File: src/rtl/xim_pkg.sv
package xim_pkg;

    localparam int OPC_W = 7;
    localparam logic [OPC_W-1:0] OPC_XOR_IMM = 7'b1101110;

    localparam int DEF_ADDR_W = 16;
    localparam int DEF_EXT_W  = 8;
    localparam int DEF_DATA_W = 4;

    typedef enum logic [1:0] {
        ST_IDLE  = 2'd0,
        ST_READ  = 2'd1,
        ST_WRITE = 2'd2
    } xim_state_e;

endpackage

File: src/rtl/xim_decode.sv
module xim_decode
    import xim_pkg::*;
#(
    parameter int DATA_W = DEF_DATA_W,
    localparam int INSTR_W = OPC_W + 2 + DATA_W
) (
    input  logic [INSTR_W-1:0] word,
    output logic               hit,
    output logic               sel_y,
    output logic               post_inc,
    output logic [DATA_W-1:0]  imm
);
    localparam int SEL_BIT = DATA_W + 1;
    localparam int INC_BIT = DATA_W;

    always_comb begin
        hit      = (word[INSTR_W-1 -: OPC_W] == OPC_XOR_IMM);
        sel_y    = word[SEL_BIT];
        post_inc = word[INC_BIT];
        imm      = word[DATA_W-1:0];
    end
endmodule

File: src/rtl/xim_addr_gen.sv
module xim_addr_gen #(
    parameter int ADDR_W = 16,
    parameter int EXT_W  = 8
) (
    input  logic              ext_on,
    input  logic              post_inc,
    input  logic              sel_y,
    input  logic [EXT_W-1:0]  ext_imm,
    input  logic [ADDR_W-1:0] idx_x,
    input  logic [ADDR_W-1:0] idx_y,
    output logic [ADDR_W-1:0] addr
);
    localparam int PAGE_W = ADDR_W - EXT_W;

    logic [PAGE_W-1:0] page;
    logic              use_ext;

    always_comb begin
        use_ext = ext_on && !post_inc;
        page    = sel_y ? {PAGE_W{1'b1}} : {PAGE_W{1'b0}};
        if (use_ext) begin
            addr = {page, ext_imm};
        end else if (sel_y) begin
            addr = idx_y;
        end else begin
            addr = idx_x;
        end
    end
endmodule

File: src/rtl/xim_datapath.sv
module xim_datapath #(
    parameter int ADDR_W = 16,
    parameter int DATA_W = 4
) (
    input  logic [DATA_W-1:0] rd_nib,
    input  logic [DATA_W-1:0] imm,
    input  logic [ADDR_W-1:0] addr,
    output logic [DATA_W-1:0] wr_nib,
    output logic              zero,
    output logic [ADDR_W-1:0] addr_next
);
    localparam logic [ADDR_W-1:0] ONE = {{(ADDR_W-1){1'b0}}, 1'b1};

    always_comb begin
        wr_nib    = rd_nib ^ imm;
        zero      = (wr_nib == {DATA_W{1'b0}});
        addr_next = addr + ONE;
    end
endmodule

File: src/rtl/xim_unit.sv
module xim_unit
    import xim_pkg::*;
#(
    parameter int ADDR_W = DEF_ADDR_W,
    parameter int EXT_W  = DEF_EXT_W,
    parameter int DATA_W = DEF_DATA_W,
    localparam int INSTR_W = OPC_W + 2 + DATA_W
) (
    input  logic               clk,
    input  logic               rst_n,
    input  logic               instr_valid,
    input  logic [INSTR_W-1:0] instr_word,
    output logic               instr_ready,
    input  logic               prefix_valid,
    input  logic [EXT_W-1:0]   prefix_imm,
    output logic               mem_rd_en,
    output logic               mem_wr_en,
    output logic [ADDR_W-1:0]  mem_addr,
    output logic [DATA_W-1:0]  mem_wdata,
    input  logic [DATA_W-1:0]  mem_rdata,
    input  logic               idx_wr_en,
    input  logic               idx_wr_sel,
    input  logic [ADDR_W-1:0]  idx_wr_data,
    output logic [ADDR_W-1:0]  idx_x,
    output logic [ADDR_W-1:0]  idx_y,
    input  logic               flag_wr_en,
    input  logic               flag_wr_c,
    input  logic               flag_wr_z,
    output logic               flag_c,
    output logic               flag_z,
    output logic               ext_pending,
    output logic               done
);

    typedef struct packed {
        xim_state_e        st;
        logic              sel_y;
        logic              post_inc;
        logic [DATA_W-1:0] imm;
        logic [ADDR_W-1:0] addr;
        logic              ext_on;
        logic [EXT_W-1:0]  ext_imm;
        logic [ADDR_W-1:0] x;
        logic [ADDR_W-1:0] y;
        logic              fz;
        logic              fc;
    } xim_regs_t;

    xim_regs_t r_q, r_d;

    // decoded fields of the incoming word
    logic              dec_hit, dec_sel_y, dec_inc;
    logic [DATA_W-1:0] dec_imm;

    // state after the retiring instruction and side loads, seen by a new accept
    logic [ADDR_W-1:0] nx_x, nx_y;
    logic              nx_ext;
    logic [ADDR_W-1:0] acc_addr;

    // datapath results for the instruction in its write cycle
    logic [DATA_W-1:0] wr_nib;
    logic              res_zero;
    logic [ADDR_W-1:0] addr_inc;

    logic in_read, in_write, accept_ok;

    xim_decode #(.DATA_W(DATA_W)) u_dec (
        .word     (instr_word),
        .hit      (dec_hit),
        .sel_y    (dec_sel_y),
        .post_inc (dec_inc),
        .imm      (dec_imm)
    );

    xim_datapath #(.ADDR_W(ADDR_W), .DATA_W(DATA_W)) u_dp (
        .rd_nib    (mem_rdata),
        .imm       (r_q.imm),
        .addr      (r_q.addr),
        .wr_nib    (wr_nib),
        .zero      (res_zero),
        .addr_next (addr_inc)
    );

    xim_addr_gen #(.ADDR_W(ADDR_W), .EXT_W(EXT_W)) u_agen (
        .ext_on   (nx_ext),
        .post_inc (dec_inc),
        .sel_y    (dec_sel_y),
        .ext_imm  (r_q.ext_imm),
        .idx_x    (nx_x),
        .idx_y    (nx_y),
        .addr     (acc_addr)
    );

    always_comb begin
        in_read   = (r_q.st == ST_READ);
        in_write  = (r_q.st == ST_WRITE);
        accept_ok = !in_read;
    end

    // retirement of the write-cycle instruction plus side loads
    always_comb begin
        nx_x   = r_q.x;
        nx_y   = r_q.y;
        nx_ext = r_q.ext_on;
        if (in_write) begin
            nx_ext = 1'b0;
            if (r_q.post_inc) begin
                if (r_q.sel_y) begin
                    nx_y = addr_inc;
                end else begin
                    nx_x = addr_inc;
                end
            end
        end
        if (idx_wr_en) begin
            if (idx_wr_sel) begin
                nx_y = idx_wr_data;
            end else begin
                nx_x = idx_wr_data;
            end
        end
    end

    // next-state of every register
    always_comb begin
        r_d        = r_q;
        r_d.x      = nx_x;
        r_d.y      = nx_y;
        r_d.ext_on = nx_ext;

        case (r_q.st)
            ST_READ:  r_d.st = ST_WRITE;
            ST_WRITE: begin
                r_d.st = ST_IDLE;
                r_d.fz = res_zero;
            end
            default:  r_d.st = ST_IDLE;
        endcase

        if (flag_wr_en) begin
            r_d.fc = flag_wr_c;
            r_d.fz = flag_wr_z;
        end

        if (accept_ok && prefix_valid) begin
            r_d.ext_on  = 1'b1;
            r_d.ext_imm = prefix_imm;
        end else if (accept_ok && instr_valid && dec_hit) begin
            r_d.st       = ST_READ;
            r_d.sel_y    = dec_sel_y;
            r_d.post_inc = dec_inc;
            r_d.imm      = dec_imm;
            r_d.addr     = acc_addr;
        end
    end

    always_ff @(posedge clk or negedge rst_n) begin
        if (!rst_n) begin
            r_q <= '{st: ST_IDLE, sel_y: 1'b0, post_inc: 1'b0, imm: '0,
                     addr: '0, ext_on: 1'b0, ext_imm: '0, x: '0, y: '0,
                     fz: 1'b0, fc: 1'b0};
        end else begin
            r_q <= r_d;
        end
    end

    always_comb begin
        instr_ready = accept_ok;
        mem_rd_en   = in_read;
        mem_wr_en   = in_write;
        mem_addr    = r_q.addr;
        mem_wdata   = wr_nib;
        idx_x       = r_q.x;
        idx_y       = r_q.y;
        flag_c      = r_q.fc;
        flag_z      = r_q.fz;
        ext_pending = r_q.ext_on;
        done        = in_write;
    end

endmodule

File: config.mk
export PLATFORM = sky130hd
export DESIGN_NAME = xim_unit
export DESIGN_NICKNAME = d
export VERILOG_FILES = /design/src/rtl/xim_pkg.sv /design/src/rtl/xim_decode.sv /design/src/rtl/xim_addr_gen.sv /design/src/rtl/xim_datapath.sv /design/src/rtl/xim_unit.sv
export SDC_FILE = /design/constraint.sdc
export NUM_CORES = 1
export LEC_CHECK = 0
export ABC_AREA = 1
export BUFFER_PORTS_ARGS = -buffer_cell sky130_fd_sc_hd__buf_2
export CELL_PAD_IN_SITES_DETAIL_PLACEMENT = 0
export CELL_PAD_IN_SITES_GLOBAL_PLACEMENT = 1
export CORE_MARGIN = 2
export CORE_UTILIZATION = 38
export DETAILED_ROUTE_END_ITERATION = 16
export PLACE_DENSITY = 0.86
export SLEW_MARGIN = 20
export SYNTH_ARGS = -nofsm -noshare
export SYNTH_HDL_FRONTEND = slang
export SYNTH_HIERARCHICAL = 1
export SYNTH_SLANG_ARGS = --single-unit
File: constraint.sdc
create_clock -name clk -period 2.2 [get_ports clk]
set_clock_uncertainty 0.1 [all_clocks]
set_input_delay 0.11 -clock clk [delete_from_list [all_inputs] [get_ports clk]]
set_output_delay 0.11 -clock clk [all_outputs]
set_load 0.01 [all_outputs]
# Word level (Yosys, flattened, before mapping)

Cells that the tools add are included.

Register bits after elaboration: 67
Output and inout port bits: 59
Word-level logic and storage cells: 46

Add/sub/neg operators: 1
Equality and inequality tests: 3
Muxes and demuxes: 20
Bitwise gates (word level): 2
Reduce and logical (&&, ||, !) cells: 9

Operators by type and width:

| kind                                                | count |
|---|---|
| two-way mux 16 bit                                  | 12 |
| two-way mux 24 bit                                  | 2 |
| adder 16 x 1 -> 16 bit, second input constant       | 1 |
| two-way mux 9 bit                                   | 1 |
| two-way mux 8 bit                                   | 1 |
| equality test 7 bit, second input constant          | 1 |
| logical AND 1 bit                                   | 4 |
| logical NOT 4 bit                                   | 1 |
| two-way mux 2 bit                                   | 2 |
| XOR 4 bit                                           | 1 |
| equality test 2 x 1 -> 1 bit, second input constant | 1 |
| equality test 2 bit, second input constant          | 1 |
| logical NOT 1 bit                                   | 2 |
| two-way mux 1 bit                                   | 2 |
| AND reduction 2 bit                                 | 1 |
| nonzero test 2 bit                                  | 1 |
| NOT 1 bit                                           | 1 |

# Logic depth before layout (Yosys ltp)

Gate-level depths: netlist of the first run.

Word-level depth: 10
Mapped depth: 17
Mapped depth without buffers: 17

# Hierarchy

Netlist of the first run, hierarchy kept.

By module, submodules not included:

| module       | times used | cells an instance | area an instance (um^2) | seq. area each (um^2) |
|---|---|---|---|---|
| xim_unit     | 1          | 461               | 3,510.9                 | 1,676.6 |
| xim_addr_gen | 1          | 105               | 460.4                   | 0.0 |
| xim_datapath | 1          | 80                | 449.2                   | 0.0 |
| xim_decode   | 1          | 12                | 71.3                    | 0.0 |

# Worst setup path before layout of the first run

Ideal clock, no wire load.

Path kind: register -> register
From: register r_q, in the netlist mem_addr[0]
To: register r_q, in the netlist mem_addr[10]
Arrival: 1,526 ps
Setup slack: 457 ps
Cell stages (with the launch flop): 17
Clock period less this slack: 1,743 ps
Path through: dfrtp_1 ha_1 nand3_2 inv_2 nand2_2 o21ai_1 nand2_1 inv_1 nand3_1 nand3_1 nand2_1 inv_1 nand2_1 nand2_1 nand2_1 nand2_1 nand2_1

Cells in the longest elaborated chain, start to end: 8
Elaborated cells on any way between the ends: 13
Those cells by class: add/sub (1); mux (12)

RTL lines:

| item                       | line               | source |
|---|---|---|
| start, declared            | xim_unit.sv:49     | `xim_regs_t r_q, r_d;` |
| start signal, assigned     | xim_unit.sv:159    | `r_q <= '{st: ST_IDLE, sel_y: 1'b0, post_inc: 1'b0, imm: '0,` |
| start signal, assigned     | xim_unit.sv:163    | `r_q <= r_d;` |
| adder 16 x 1 -> 16 bit (*) | xim_datapath.sv:17 | `addr_next = addr + ONE;` |
| named net addr_inc[10]     | xim_unit.sv:63     | `logic [ADDR_W-1:0] addr_inc;` |
| two-way mux 16 bit (*)     | xim_unit.sv:108    | `if (r_q.sel_y) begin` |
| two-way mux 16 bit (*)     | xim_unit.sv:107    | `if (r_q.post_inc) begin` |
| two-way mux 16 bit (*)     | xim_unit.sv:105    | `if (in_write) begin` |
| two-way mux 16 bit         | xim_unit.sv:116    | `if (idx_wr_sel) begin` |
| two-way mux 16 bit (*)     | xim_unit.sv:115    | `if (idx_wr_en) begin` |
| named net nx_y[10]         | xim_unit.sv:56     | `logic [ADDR_W-1:0] nx_x, nx_y;` |
| two-way mux 16 bit (*)     | xim_addr_gen.sv:23 | `end else if (sel_y) begin` |
| two-way mux 16 bit (*)     | xim_addr_gen.sv:21 | `if (use_ext) begin` |
| named net acc_addr[10]     | xim_unit.sv:58     | `logic [ADDR_W-1:0] acc_addr;` |

The timed path passes the listed nets; every way through them passes the cells marked *.
A chain may end at the register's enable or synchronous reset.

# Worst setup path after layout of the first run

From: register r_q, in the netlist mem_addr[2]
To: register r_q, in the netlist mem_addr[13]

The elaborated chain is that of the path after synthesis.

==> results of run 1 <==
## registers in the layout, indices dropped and copies added (netlist names)
name	flops
idx_x	16
ext_pending	1
flag_c	1
mem_addr	16
idx_y	16
flag_z	1
r_q	16
## synth_stat cells (5+ instances only)
master / n / area, um^2
nand2_2: 11 / 68.8
buf_2: 10 / 50.1
buf_4: 61 / 458
xor2_1: 5 / 43.8
xnor2_1: 6 / 52.6
inv_1: 94 / 353
dfrtp_1: 67 / 1680
nor2_1: 6 / 22.5
nand3_1: 93 / 465
nor2_2: 8 / 50.1
nor2_4: 5 / 56.3
nand2_1: 264 / 991
## worst max path at each step
stage | from | end | slack (ps)
after floorplan | mem_addr[0]$_DFFE_PN0P_ | mem_addr[10]$_DFFE_PN0P_ | 460
after global placement | mem_addr[0]$_DFFE_PN0P_ | mem_addr[14]$_DFFE_PN0P_ | 180
after detailed placement | mem_addr[0]$_DFFE_PN0P_ | mem_addr[12]$_DFFE_PN0P_ | 140
after CTS | mem_addr[0]$_DFFE_PN0P_ | mem_addr[12]$_DFFE_PN0P_ | 130
after global routing | mem_addr[1]$_DFFE_PN0P_ | mem_addr[10]$_DFFE_PN0P_ | -30
final | mem_addr[2]$_DFFE_PN0P_ | mem_addr[13]$_DFFE_PN0P_ | 200
## critical path, stage by stage (launching register included)
cell and delay [ps]:
dfrtp_1 490, nand3_1 180, nor2_2 200, nand3_1 90, nand2_1 70, nand2_1 50, inv_1 80, nand3_1 90
nand3_1 90, nand2_1 60, inv_1 50, nand2_1 50, nand2_1 60, nand2_1 110, nand2_1 80, nand2_1 40
## cell type report
class                   instances  share of cell area
flip-flops and latches         67               0.305
well taps                     143              0.0325
clock buffers                  12              0.0484
clock inverters                 4              0.0173
repair buffers                157               0.188
inverters                      98              0.0678
multi-input cells             415               0.341
## timing repair
action	CTS	global route
gates resized for setup	0	3
endpoints found under the setup margin	0	4
hold buffers	35	0
endpoints found under the hold margin	71	0
setup buffers	0	3
## kinds of logic (layout without fill, tap and decap cells)
kind of cell | Yosys count | after routing | synth area share
XOR/XNOR | 11 | 11 | 0.0214
AO/OA/AOI/OAI | 6 | 6 | 0.00724
flip-flops | 67 | 67 | 0.373
multiplexers | 1 | 1 | 0.00251
adder cells (fa/ha/maj) | 1 | 1 | 0.00279
AND/OR/NAND/NOR | 396 | 396 | 0.383
buffers and inverters | 176 | 271 | 0.209
## through the flow
stage                     worst slack (ps)  total power, uW
after floorplan                        457             1910
after global placement                 183             2050
after detailed placement               143             2060
after CTS                              134             3850
after global routing                 -31.6             4020
final                                  197             3820
## power by group through the flow
stage	combinational, uW	clock [uW]	sequential, uW
6_report	669	1730	1420
5_1_grt	761	1820	1430
4_1_cts	668	1760	1420
3_5_place_dp	615	0	1440
3_3_place_gp	609	0	1440
2_1_floorplan	490	0	1420
## routing by layer
metal	track usage	wire length, um	vias up
li1	-	-	2109
met2	0.335	5780	177
met5	0	0	-
met4	0.0707	224	0
met1	0.270	5510	1905
met3	0.0552	1150	16
==> summary.md, run 1 <==
| Metric | Value |
|---|---|
| Outcome | `finished, final reports clean` |
| Root Driver | `clkbuf_16` |
| Htree depth | `3` |
| Starting Density | `0.392` |
| Die area | `12700 um^2` |
| RSZ-0062 raised after global routing | `true` |
| Area of the multi-input gates | `1880 um^2` |
| Clock Latency Late Sink | `340 ps` |
| Post-Synthesis Net Count | `709` |
| Worst r2r src | `mem_addr[2]$_DFFE_PN0P_` |
| Area Growth Syn to Fin | `22.5%` |
| YS warnings | `6` |
| Post-Place Cells | `842` |
| Ys async rst share | `1.00` |
| Die X | `113 um` |
| Rel. slew slack | `0.597` |
| Vias in the first global route | `4253` |
| Port buffer count | `108` |
| Mapped Area | `4490 um^2` |
| Initial antenna violation count | `0` |
| Pleak | `0.00317 uW` |
| Max FO, Critical Path | `6` |
| Switching share of total power | `0.263` |
| Commonest non-fill, non-tap cell in the layout | `nand2_1` |
| Worst-Margin Slew | `605 ps` |
| Pwr Density | `695 nW/um^2` |
| Number of remaining DRC errors | `0` |
| Fill count | `1159` |
| Post-Route WL | `12.7 mm` |
| Fmax | `499 MHz` |
| Worst setup SP type | `flop` |
| Max-Cap Viols | `0` |
| Final critical-path required period | `2000 ps` |
| Final Wtd Congestion | `0.865` |
| Setup violators final | `0` |
| Via count | `4207` |
| Total clock sinks | `67` |
| IO Count | `109` |
| Seq. cell area | `1680 um^2` |
| ANT nets after route | `0` |
| Die height | `113 um` |
| CTS tree | `yes` |
| WL/cell | `14.1 um` |
| Hold Path End | `r_q[35]$_DFFE_PN0P_` |
| Combinational fraction of design power | `0.175` |
| Arr. time, crit path | `2130 ps` |
| Crit share post-route | `0.911` |
| Hold Vio Cnt, Final | `0` |
| Largest net degree at the start of global routing | `44` |
| Finished Layout Cells | `896` |
| Seq pwr share | `0.371` |
| Drt via density | `4.70` |
| HP Class | `input pin to flop` |
| Sum Neg Setup Slack | `0 ps` |
| Main synth FF type | `dfrtp_1` |
| CP Capture Type | `flop` |
| Number of diodes | `0` |
| Final hold slack | `17.6 ps` |
| Number of buffers created by CTS | `9` |
| R2r worst-path depth | `15` |
| 1st-iter DRT viols | `224` |
| Flops & latches, synth | `67` |
| Hold Path Depth | `3` |
| Worst vdd ir | `367 uV` |
| R2R setup slack | `200 ps` |
| CP required | `2320 ps` |
| First-pass GRT wire length | `20.8 mm` |
| RR Endpoint | `mem_addr[13]$_DFFE_PN0P_` |
| Synth unique cells | `29` |
| HPWL after DPL | `8.98 mm` |
| Net switching power | `1000 uW` |
| Tot GR Track Use | `0.207` |
| DR pass1 iterations | `5` |
| Max Buffers Root-to-Sink | `2` |
| Final Max Slew Viols | `0` |
| Layout cell share with drive strength beyond 1 | `0.228` |
| CTS clk-pin slew, worst paths | `50 ps` |
| Area after DPL | `4760 um^2` |
| Hold Path Origin | `prefix_valid` |
| Final Cell Area | `5500 um^2` |
| Nets@finish | `799` |
| Clock share of power | `0.454` |
| P_int | `2820 uW` |
| Core area | `11500 um^2` |
| Overflow after GRT | `0` |
| Row cnt | `39` |
| Register area share after synthesis | `0.373` |
| Core Util, Final | `0.480` |
| Worst Setup Path Type | `flop to flop` |
| Post-Synthesis Cells | `658` |
| Avg Inst Size Synth | `6.83 um^2` |
| EDFF count, synth | `0` |
| Most frequent cells in the layout | `264 x nand2_1, 108 x buf_2, 94 x inv_1` |
Note: power is estimated with default switching activity, not from simulation.
==> run 2: changes to the inputs <==
--- a/config.mk
+++ b/config.mk
@@ -11,10 +11,10 @@
 export CELL_PAD_IN_SITES_GLOBAL_PLACEMENT = 1
 export CORE_MARGIN = 2
 export CORE_UTILIZATION = 38
+export CTS_CLUSTER_DIAMETER = 200
 export DETAILED_ROUTE_END_ITERATION = 16
-export PLACE_DENSITY = 0.86
+export PLACE_DENSITY = 0.85
 export SLEW_MARGIN = 20
 export SYNTH_ARGS = -nofsm -noshare
 export SYNTH_HDL_FRONTEND = slang
-export SYNTH_HIERARCHICAL = 1
 export SYNTH_SLANG_ARGS = --single-unit
==> summary.md, run 2 <==
| Metric | Value |
|---|---|
| Clock Latency Late Sink | `350 ps (about the same)` |
| Most frequent cells in the layout | `172 x nand2_1, 108 x buf_2, 67 x dfrtp_1` |
| Area after DPL | `4490 um^2 (-5.7%)` |
| Power Total | `2950 uW (-23%)` |
| Main area contributors after synthesis | `dfrtp_1 40%, nand2_1 16%, buf_4 8.9%` |
| CTS tree | `yes` |
| Post-Route WL | `11.3 mm (-11%)` |
| Nets@finish | `695 (-13%)` |
| Post-Synth Adder-Cell Area | `0.00302 (+0.000232)` |
| Synth unique cells | `44 (+52%)` |
| Worst Setup Path Type | `flop to flop` |
| Crit share post-route | `0.888 (-0.0226)` |
| Starting Density | `0.386 (-0.00582)` |
| IO Count | `109 (unchanged)` |
| Final Wtd Congestion | `0.904 (+4.5%)` |
| CTS clk-pin slew, worst paths | `70 ps (+20 ps)` |
| Seq. cell area | `1680 um^2 (-0.15%)` |
| Main synth FF type | `dfrtp_1` |
| Fmax | `512 MHz (+2.5%)` |
| Worst setup SP type | `flop` |
| Pleak | `0.00258 uW (-18%)` |
| Crit path top cell by count | `nand2_1` |
| Root Driver | `clkbuf_8` |
| Worst vdd ir | `269 uV (-27%)` |
| Avg Inst Size Synth | `7.66 um^2 (+12%)` |
| Setup violators final | `0 (unchanged)` |
| Post-Place Cells | `738 (-12%)` |
| CP required | `2350 ps (+30 ps)` |
| Hold Vio Cnt, Final | `0 (unchanged)` |
| Largest family of logic cells by synthesized area | `simple AND/OR/NAND/NOR gates` |
| Htree depth | `3 (unchanged)` |
| Die area | `11800 um^2 (-7.4%)` |
| HP Class | `input pin to flop` |
| Final Cell Area | `5010 um^2 (-8.9%)` |
| ANT nets after route | `0 (unchanged)` |
| Vias in the first global route | `3691 (-13%)` |
| Area of the multi-input gates | `1800 um^2 (-3.9%)` |
| Core Util, Final | `0.466 (-0.0135)` |
| Area Growth Syn to Fin | `20.9%` |
| Fill count | `1127 (-2.8%)` |
| Final critical-path required period | `1950 ps (-49.7 ps)` |
| Worst path cell trace | `ha_1 > nand3_1 > nor2_4 > nand2_1 > xor2_1 > nand2_1 > nand2_1 > nand3_1 > nand2_1 > inv_1 > nand2_1 > nand2_1` |
| Post-Synthesis Cells | `541 (-18%)` |
| Register area share after synthesis | `0.404 (+0.0311)` |
| HPWL after DPL | `8.10 mm (-9.8%)` |
| Max-Cap Viols | `0 (unchanged)` |
| Port buffer count | `108 (unchanged)` |
| Number of remaining DRC errors | `0 (unchanged)` |
| Number of buffers created by CTS | `9 (unchanged)` |
| Mapped Area | `4150 um^2 (-7.7%)` |
| Initial antenna violation count | `0 (unchanged)` |
| Ys async rst share | `1.00 (unchanged)` |
| Via count | `3754 (-11%)` |
| Rel. slew slack | `0.618 (+0.0207)` |
| Count leader, synth | `nand2_1` |
| Tot GR Track Use | `0.203 (-0.00426)` |
| Flops & latches, synth | `67 (unchanged)` |
| CP top delay family | `simple AND/OR/NAND/NOR gates` |
| First-pass GRT wire length | `18.1 mm (-13%)` |
| Worst path bufs/invs | `1 (-1)` |
| Sum Neg Setup Slack | `0 ps (unchanged)` |
| Max Buffers Root-to-Sink | `2 (unchanged)` |
| Synth Area in Compound Gates | `0.117 (+0.110)` |
| WL/cell | `14.4 um (+1.6%)` |
| Number of diodes | `0 (unchanged)` |
| YS warnings | `0 (-6)` |
| Area leader, netlist | `dfrtp_1` |
| 1st-iter DRT viols | `222 (-0.89%)` |
| Final Max Slew Viols | `0 (unchanged)` |
| Commonest non-fill, non-tap cell in the layout | `nand2_1` |
| Row cnt | `38 (-2.6%)` |
| Worst-Margin Slew | `574 ps (-31.0 ps)` |
| Die height | `108 um (-3.8%)` |
| Slowest CP cell | `dfrtp_1` |
| Synth top cells by count | `172 x nand2_1, 67 x dfrtp_1, 49 x buf_4` |
| Overflow after GRT | `0 (unchanged)` |
| Die X | `108 um (-3.8%)` |
| Layout cell share with drive strength beyond 1 | `0.265 (+0.0367)` |
| Max FO, Critical Path | `5 (-1)` |
| Outcome | `finished, final reports clean` |
| Largest net degree at the start of global routing | `45 (+2.3%)` |
| Pwr Density | `588 nW/um^2 (-15%)` |
| Drt via density | `4.78 (+1.8%)` |
| CP Capture Type | `flop` |
| RSZ-0062 raised after global routing | `false` |
| Finished Layout Cells | `785 (-12%)` |
| Post-synth top area share | `0.404 (+0.0311)` |
| Core area | `10700 um^2 (-6.3%)` |
| Simple-Gate Fraction of Synth Area | `0.286 (-0.0972)` |
| CP max stage delay | `420 ps (-70 ps)` |
| Post-Synth XOR/XNOR Area | `0.0232 (+0.00179)` |
| Total clock sinks | `67 (unchanged)` |
| EDFF count, synth | `0 (unchanged)` |
| DR pass1 iterations | `5 (unchanged)` |
| Post-Synthesis Net Count | `592 (-17%)` |
| Arr. time, crit path | `2100 ps (-30 ps)` |
| Mux cell area share after synthesis | `0.00272 (+0.000209)` |
==> run 2: changes by cell type after synthesis, moves of 7 or more <==
cell	delta
nand2_1	-92
nand3_1	-55
inv_1	-50
a21oi_1	+30
o21ai_0	+20
nor2_1	+16
buf_4	-12
or2_2	+10
nand2_2	-7
==> run 2: timing repair <==
action	in CTS	in global routing
endpoints found under the hold margin	59	0
endpoints found under the setup margin	0	3
hold buffers	31	0
gates resized for setup	0	2
setup buffers	0	4
==> run 2: layout make-up <==
class,count,share of cell area
inverter,53,0.0409
tap,140,0.0350
clock buffer,12,0.0310
sequential,67,0.335
timing repair buffer,155,0.199
multi-input combinational,358,0.360
==> run 2: power by group <==
part           total [uW]  internal [uW]  leakage (uW)  switching [uW]
registers            1440           1350      0.000813            96.4
clock network         898            447     0.0000803             451
logic                 603            274       0.00169             329
total                2950           2070       0.00258             877
==> run 2: metrics by stage <==
stage               hold WS [ps]  setup slack, ps
detailed placement          43.6              185
floorplan                   -286              519
CTS                         3.28              182
global placement            43.6              240
finish                      18.0              246
global route                19.2             21.9
==> run 2: per-layer routing <==
| metal | routed length [um] | GRT usage | up-vias |
|---|---|---|---|
| met5 | 0 | 0 | - |
| met1 | 5080 | 0.269 | 1728 |
| met2 | 5270 | 0.329 | 149 |
| li1 | - | - | 1869 |
| met3 | 791 | 0.0356 | 8 |
| met4 | 129 | 0.0806 | 0 |
==> run 2: cell families after synthesis <==
family | after synthesis
simple gates | 266
buf+inv | 116
compound gates | 79
flops | 67
xor+xnor | 11
mux | 1
fa+ha+maj | 1
==> run 2: tightest hold or removal path, delay by kind of cell <==
kind,cells,cell delay [ps]
buf+inv,2,210
compound gates,1,100
==> run 2: path summary, 6_finish.rpt <==
path,start,to,slack [ps],depth (start not counted)
max,mem_addr[0]$_DFFE_PN0P_,mem_addr[10]$_DFFE_PN0P_,250,12
min,idx_wr_data[0],idx_y[0]$_DFF_PN0_,20,3
max reg2reg,mem_addr[0]$_DFFE_PN0P_,mem_addr[10]$_DFFE_PN0P_,250,12
min reg2reg,r_q[41]$_DFFE_PN0P_,r_q[41]$_DFFE_PN0P_,380,2
max in group asynchronous,rst_n,idx_y[9]$_DFF_PN0_,1170,3
min in group asynchronous,rst_n,idx_y[5]$_DFF_PN0_,180,2
==> run 3: changes to the inputs <==
--- a/config.mk
+++ b/config.mk
@@ -5,15 +5,15 @@
 export SDC_FILE = /design/constraint.sdc
 export NUM_CORES = 1
 export LEC_CHECK = 0
-export ABC_AREA = 1
+export ABC_AREA = 0
 export BUFFER_PORTS_ARGS = -buffer_cell sky130_fd_sc_hd__buf_2
 export CELL_PAD_IN_SITES_DETAIL_PLACEMENT = 0
 export CELL_PAD_IN_SITES_GLOBAL_PLACEMENT = 1
 export CORE_MARGIN = 2
-export CORE_UTILIZATION = 38
+export CORE_UTILIZATION = 40
 export CTS_CLUSTER_DIAMETER = 200
 export DETAILED_ROUTE_END_ITERATION = 16
-export PLACE_DENSITY = 0.85
+export PLACE_DENSITY = 0.86
 export SLEW_MARGIN = 20
 export SYNTH_ARGS = -nofsm -noshare
 export SYNTH_HDL_FRONTEND = slang
==> constraint.sdc (replaced) <==
create_clock -name clk -period 2.2 [get_ports clk]
set_clock_uncertainty 0.1 [all_clocks]
set_input_delay 0.11 -clock clk [delete_from_list [all_inputs] [get_ports clk]]
set_output_delay 0.11 -clock clk [all_outputs]
set_load 0.02 [all_outputs]
==> summary.md, run 3 <==
| Metric | Value |
|---|---|
| CP max stage delay | `660 ps (+240 ps)` |
| Hold Vio Cnt, Final | `0 (unchanged)` |
| Mapped Area | `4200 um^2 (+1.2%)` |
| Arr. time, crit path | `2220 ps (+120 ps)` |
| Largest net degree at the start of global routing | `45 (unchanged)` |
| Die area | `11300 um^2 (-3.7%)` |
| Final Cell Area | `5200 um^2 (+3.7%)` |
| Via count | `3874 (+3.2%)` |
| Nets@finish | `610 (-12%)` |
| Count leader, synth | `dfrtp_1` |
| Die X | `106 um (-1.9%)` |
| Max-Cap Viols | `0 (unchanged)` |
| CTS tree | `yes` |
| Met3 wire length | `834 um (+5.4%)` |
| CTS clk-pin slew, worst paths | `70 ps (about the same)` |
| Starting Density | `0.408 (+0.0224)` |
| Main area contributors after synthesis | `dfrtp_1 40%, buf_4 8.9%, nand2_1 4.9%` |
| Sum Neg Setup Slack | `0 ps (unchanged)` |
| Number of diodes | `0 (unchanged)` |
| Port buffer count | `108 (unchanged)` |
| Crit share post-route | `0.946 (+0.0581)` |
| Worst path cell trace | `nand2b_2 > inv_2 > or4_1 > buf_4 > a221oi_1 > o2bb2ai_1` |
| Final Max Slew Viols | `0 (unchanged)` |
| First-pass GRT wire length | `20.4 mm (+13%)` |
| Total clock sinks | `67 (unchanged)` |
| Main synth FF type | `dfrtp_1` |
| Highest Signal Layer | `met4` |
| Synth top cells by count | `67 x dfrtp_1, 55 x nand2_1, 50 x buf_4` |
| Htree depth | `3 (unchanged)` |
| Row cnt | `37 (-2.6%)` |
| Register area share after synthesis | `0.400 (-0.00482)` |
| Tot GR Track Use | `0.228 (+0.0250)` |
| Post-Synthesis Cells | `457 (-16%)` |
| Overflow after GRT | `0 (unchanged)` |
| Initial antenna violation count | `0 (unchanged)` |
| Final critical-path required period | `2080 ps (+128 ps)` |
| Commonest non-fill, non-tap cell in the layout | `buf_2` |
| Most frequent cells in the layout | `108 x buf_2, 66 x dfrtp_1, 54 x nand2_1` |
| WL/cell | `17.9 um (+24%)` |
| EDFF count, synth | `0 (unchanged)` |
| DR pass1 iterations | `5 (unchanged)` |
| Avg Inst Size Synth | `9.18 um^2 (+20%)` |
| Area after DPL | `4650 um^2 (+3.5%)` |
| Outcome | `finished, final reports clean` |
| CP Capture Type | `flop` |
| Final Wtd Congestion | `0.917 (+1.4%)` |
| Worst Setup Path Type | `flop to flop` |
| IO Count | `109 (unchanged)` |
| Routed wl met2 | `5.91 mm (+12%)` |
| Post-Route WL | `12.5 mm (+11%)` |
| Post-synth top area share | `0.400 (-0.00482)` |
| Core Util, Final | `0.506 (+0.0393)` |
| Worst vdd ir | `371 uV (+38%)` |
| RSZ-0062 raised after global routing | `false` |
| Layout cell share with drive strength beyond 1 | `0.351 (+0.0859)` |
| Max FO, Critical Path | `6 (+1)` |
| ANT nets after route | `0 (unchanged)` |
| Area leader, netlist | `dfrtp_1` |
| Number of buffers created by CTS | `9 (unchanged)` |
| Rel. slew slack | `0.615 (-0.00203)` |
| Drt via density | `5.53 (+16%)` |
| Pwr Density | `626 nW/um^2 (+6.6%)` |
| Ys async rst share | `1.00 (unchanged)` |
| 1st-iter DRT viols | `242 (+9.0%)` |
| HP Class | `input pin to flop` |
| Flops & latches, synth | `67 (unchanged)` |
| Slowest CP cell | `or4_1` |
| Fmax | `480 MHz (-6.1%)` |
| Clock Latency Late Sink | `350 ps (about the same)` |
| HPWL after DPL | `8.93 mm (+10%)` |
| Die height | `106 um (-1.9%)` |
| CP required | `2330 ps (-20 ps)` |
| Root Driver | `clkbuf_8` |
| Setup violators final | `0 (unchanged)` |
| Number of remaining DRC errors | `0 (unchanged)` |
| Area Growth Syn to Fin | `23.8%` |
| Worst-Margin Slew | `577 ps (+3.04 ps)` |
| Post CTS Setup Buffer Count | `0 (unchanged)` |
| Power Total | `3250 uW (+11%)` |
| Vias in the first global route | `3919 (+6.2%)` |
| Post-Synthesis Net Count | `508 (-14%)` |
| Max Buffers Root-to-Sink | `2 (unchanged)` |
| YS warnings | `0 (unchanged)` |
| Met1 WL | `5.60 mm (+10%)` |
| Core area | `10300 um^2 (-4.4%)` |
| Synth unique cells | `58 (+32%)` |
| Pleak | `0.00240 uW (-7.2%)` |
| Worst setup SP type | `flop` |
## run 3: cell types whose count changed after synthesis, moves of 6 or more
cell,delta
nand2_1,-117
a21oi_1,-14
inv_1,-36
mux2_2,+14
mux2i_1,+14
nand2b_1,+8
o31ai_1,+8
or3_1,+11
o21ai_0,-8
a21boi_0,-6
o32ai_1,+7
nor2_1,-10
clkbuf_1,+9
a31oi_1,+9
## run 3: worst paths after layout
check | endpoint | slack (ps) | depth (start not counted) | start
max | mem_addr[7]$_DFFE_PN0P_ | 120 | 6 | r_q[66]$_DFF_PN0_
min | idx_y[10]$_DFF_PN0_ | 30 | 3 | idx_wr_data[10]
max reg2reg | mem_addr[7]$_DFFE_PN0P_ | 120 | 6 | r_q[66]$_DFF_PN0_
min reg2reg | r_q[34]$_DFFE_PN0P_ | 410 | 1 | r_q[34]$_DFFE_PN0P_
max in group asynchronous | mem_addr[2]$_DFFE_PN0P_ | 1140 | 3 | rst_n
min in group asynchronous | idx_x[9]$_DFF_PN0_ | 200 | 2 | rst_n
## run 3: cells by family after synthesis
family / synth area share
simple gates: 0.262
buf+inv: 0.120
compound gates: 0.125
flops: 0.400
mux: 0.0736
xor+xnor: 0.0167
fa+ha+maj: 0.00298
## run 3: repair_timing
item                                    in CTS  in global routing
endpoints found under the setup margin       0                  7
gates resized for setup                      0                  6
endpoints found under the hold margin       61                  0
hold buffers                                32                  0
## run 3: through the flow
step | std cells | setup slack [ps] | hold WS, ps
2_1_floorplan | 457 | 279 | -286
3_3_place_gp | 652 | 199 | 29.8
3_5_place_dp | 652 | 89.4 | 33.4
4_1_cts | 700 | 59.8 | 22.9
5_1_grt | 700 | 6.63 | 83.0
6_report | 700 | 119 | 32.7
## run 3: cell type report
| class | instances | area [um^2] |
|---|---|---|
| clock buffers | 12 | 155 |
| well taps | 136 | 170 |
| fillers | 975 | 5080 |
| flip-flops and latches | 67 | 1680 |
| multi-input cells | 308 | 2040 |
| inverters | 9 | 33.8 |
| repair buffers | 164 | 1070 |
| clock inverters | 4 | 48.8 |
## run 3: metal layers
layer  vias to the layer above  track usage
met2                       154        0.381
li1                       1808            -
met3                        16       0.0460
met1                      1896        0.304
met4                         0       0.0547
met5                         -            0
## run 3: worst max-delay path, delay by kind of cell, from the launching register on
family | cells | cell delay (ps)
flops | 1 | 430
simple gates | 2 | 850
compound gates | 2 | 290
buf+inv | 2 | 290
## run 3: power breakdown
part	internal, uW	switching (uW)	leakage, uW
logic	304	431	0.00147
registers	1350	97.9	0.000823
clock network	584	486	0.000106
total	2240	1010	0.00240
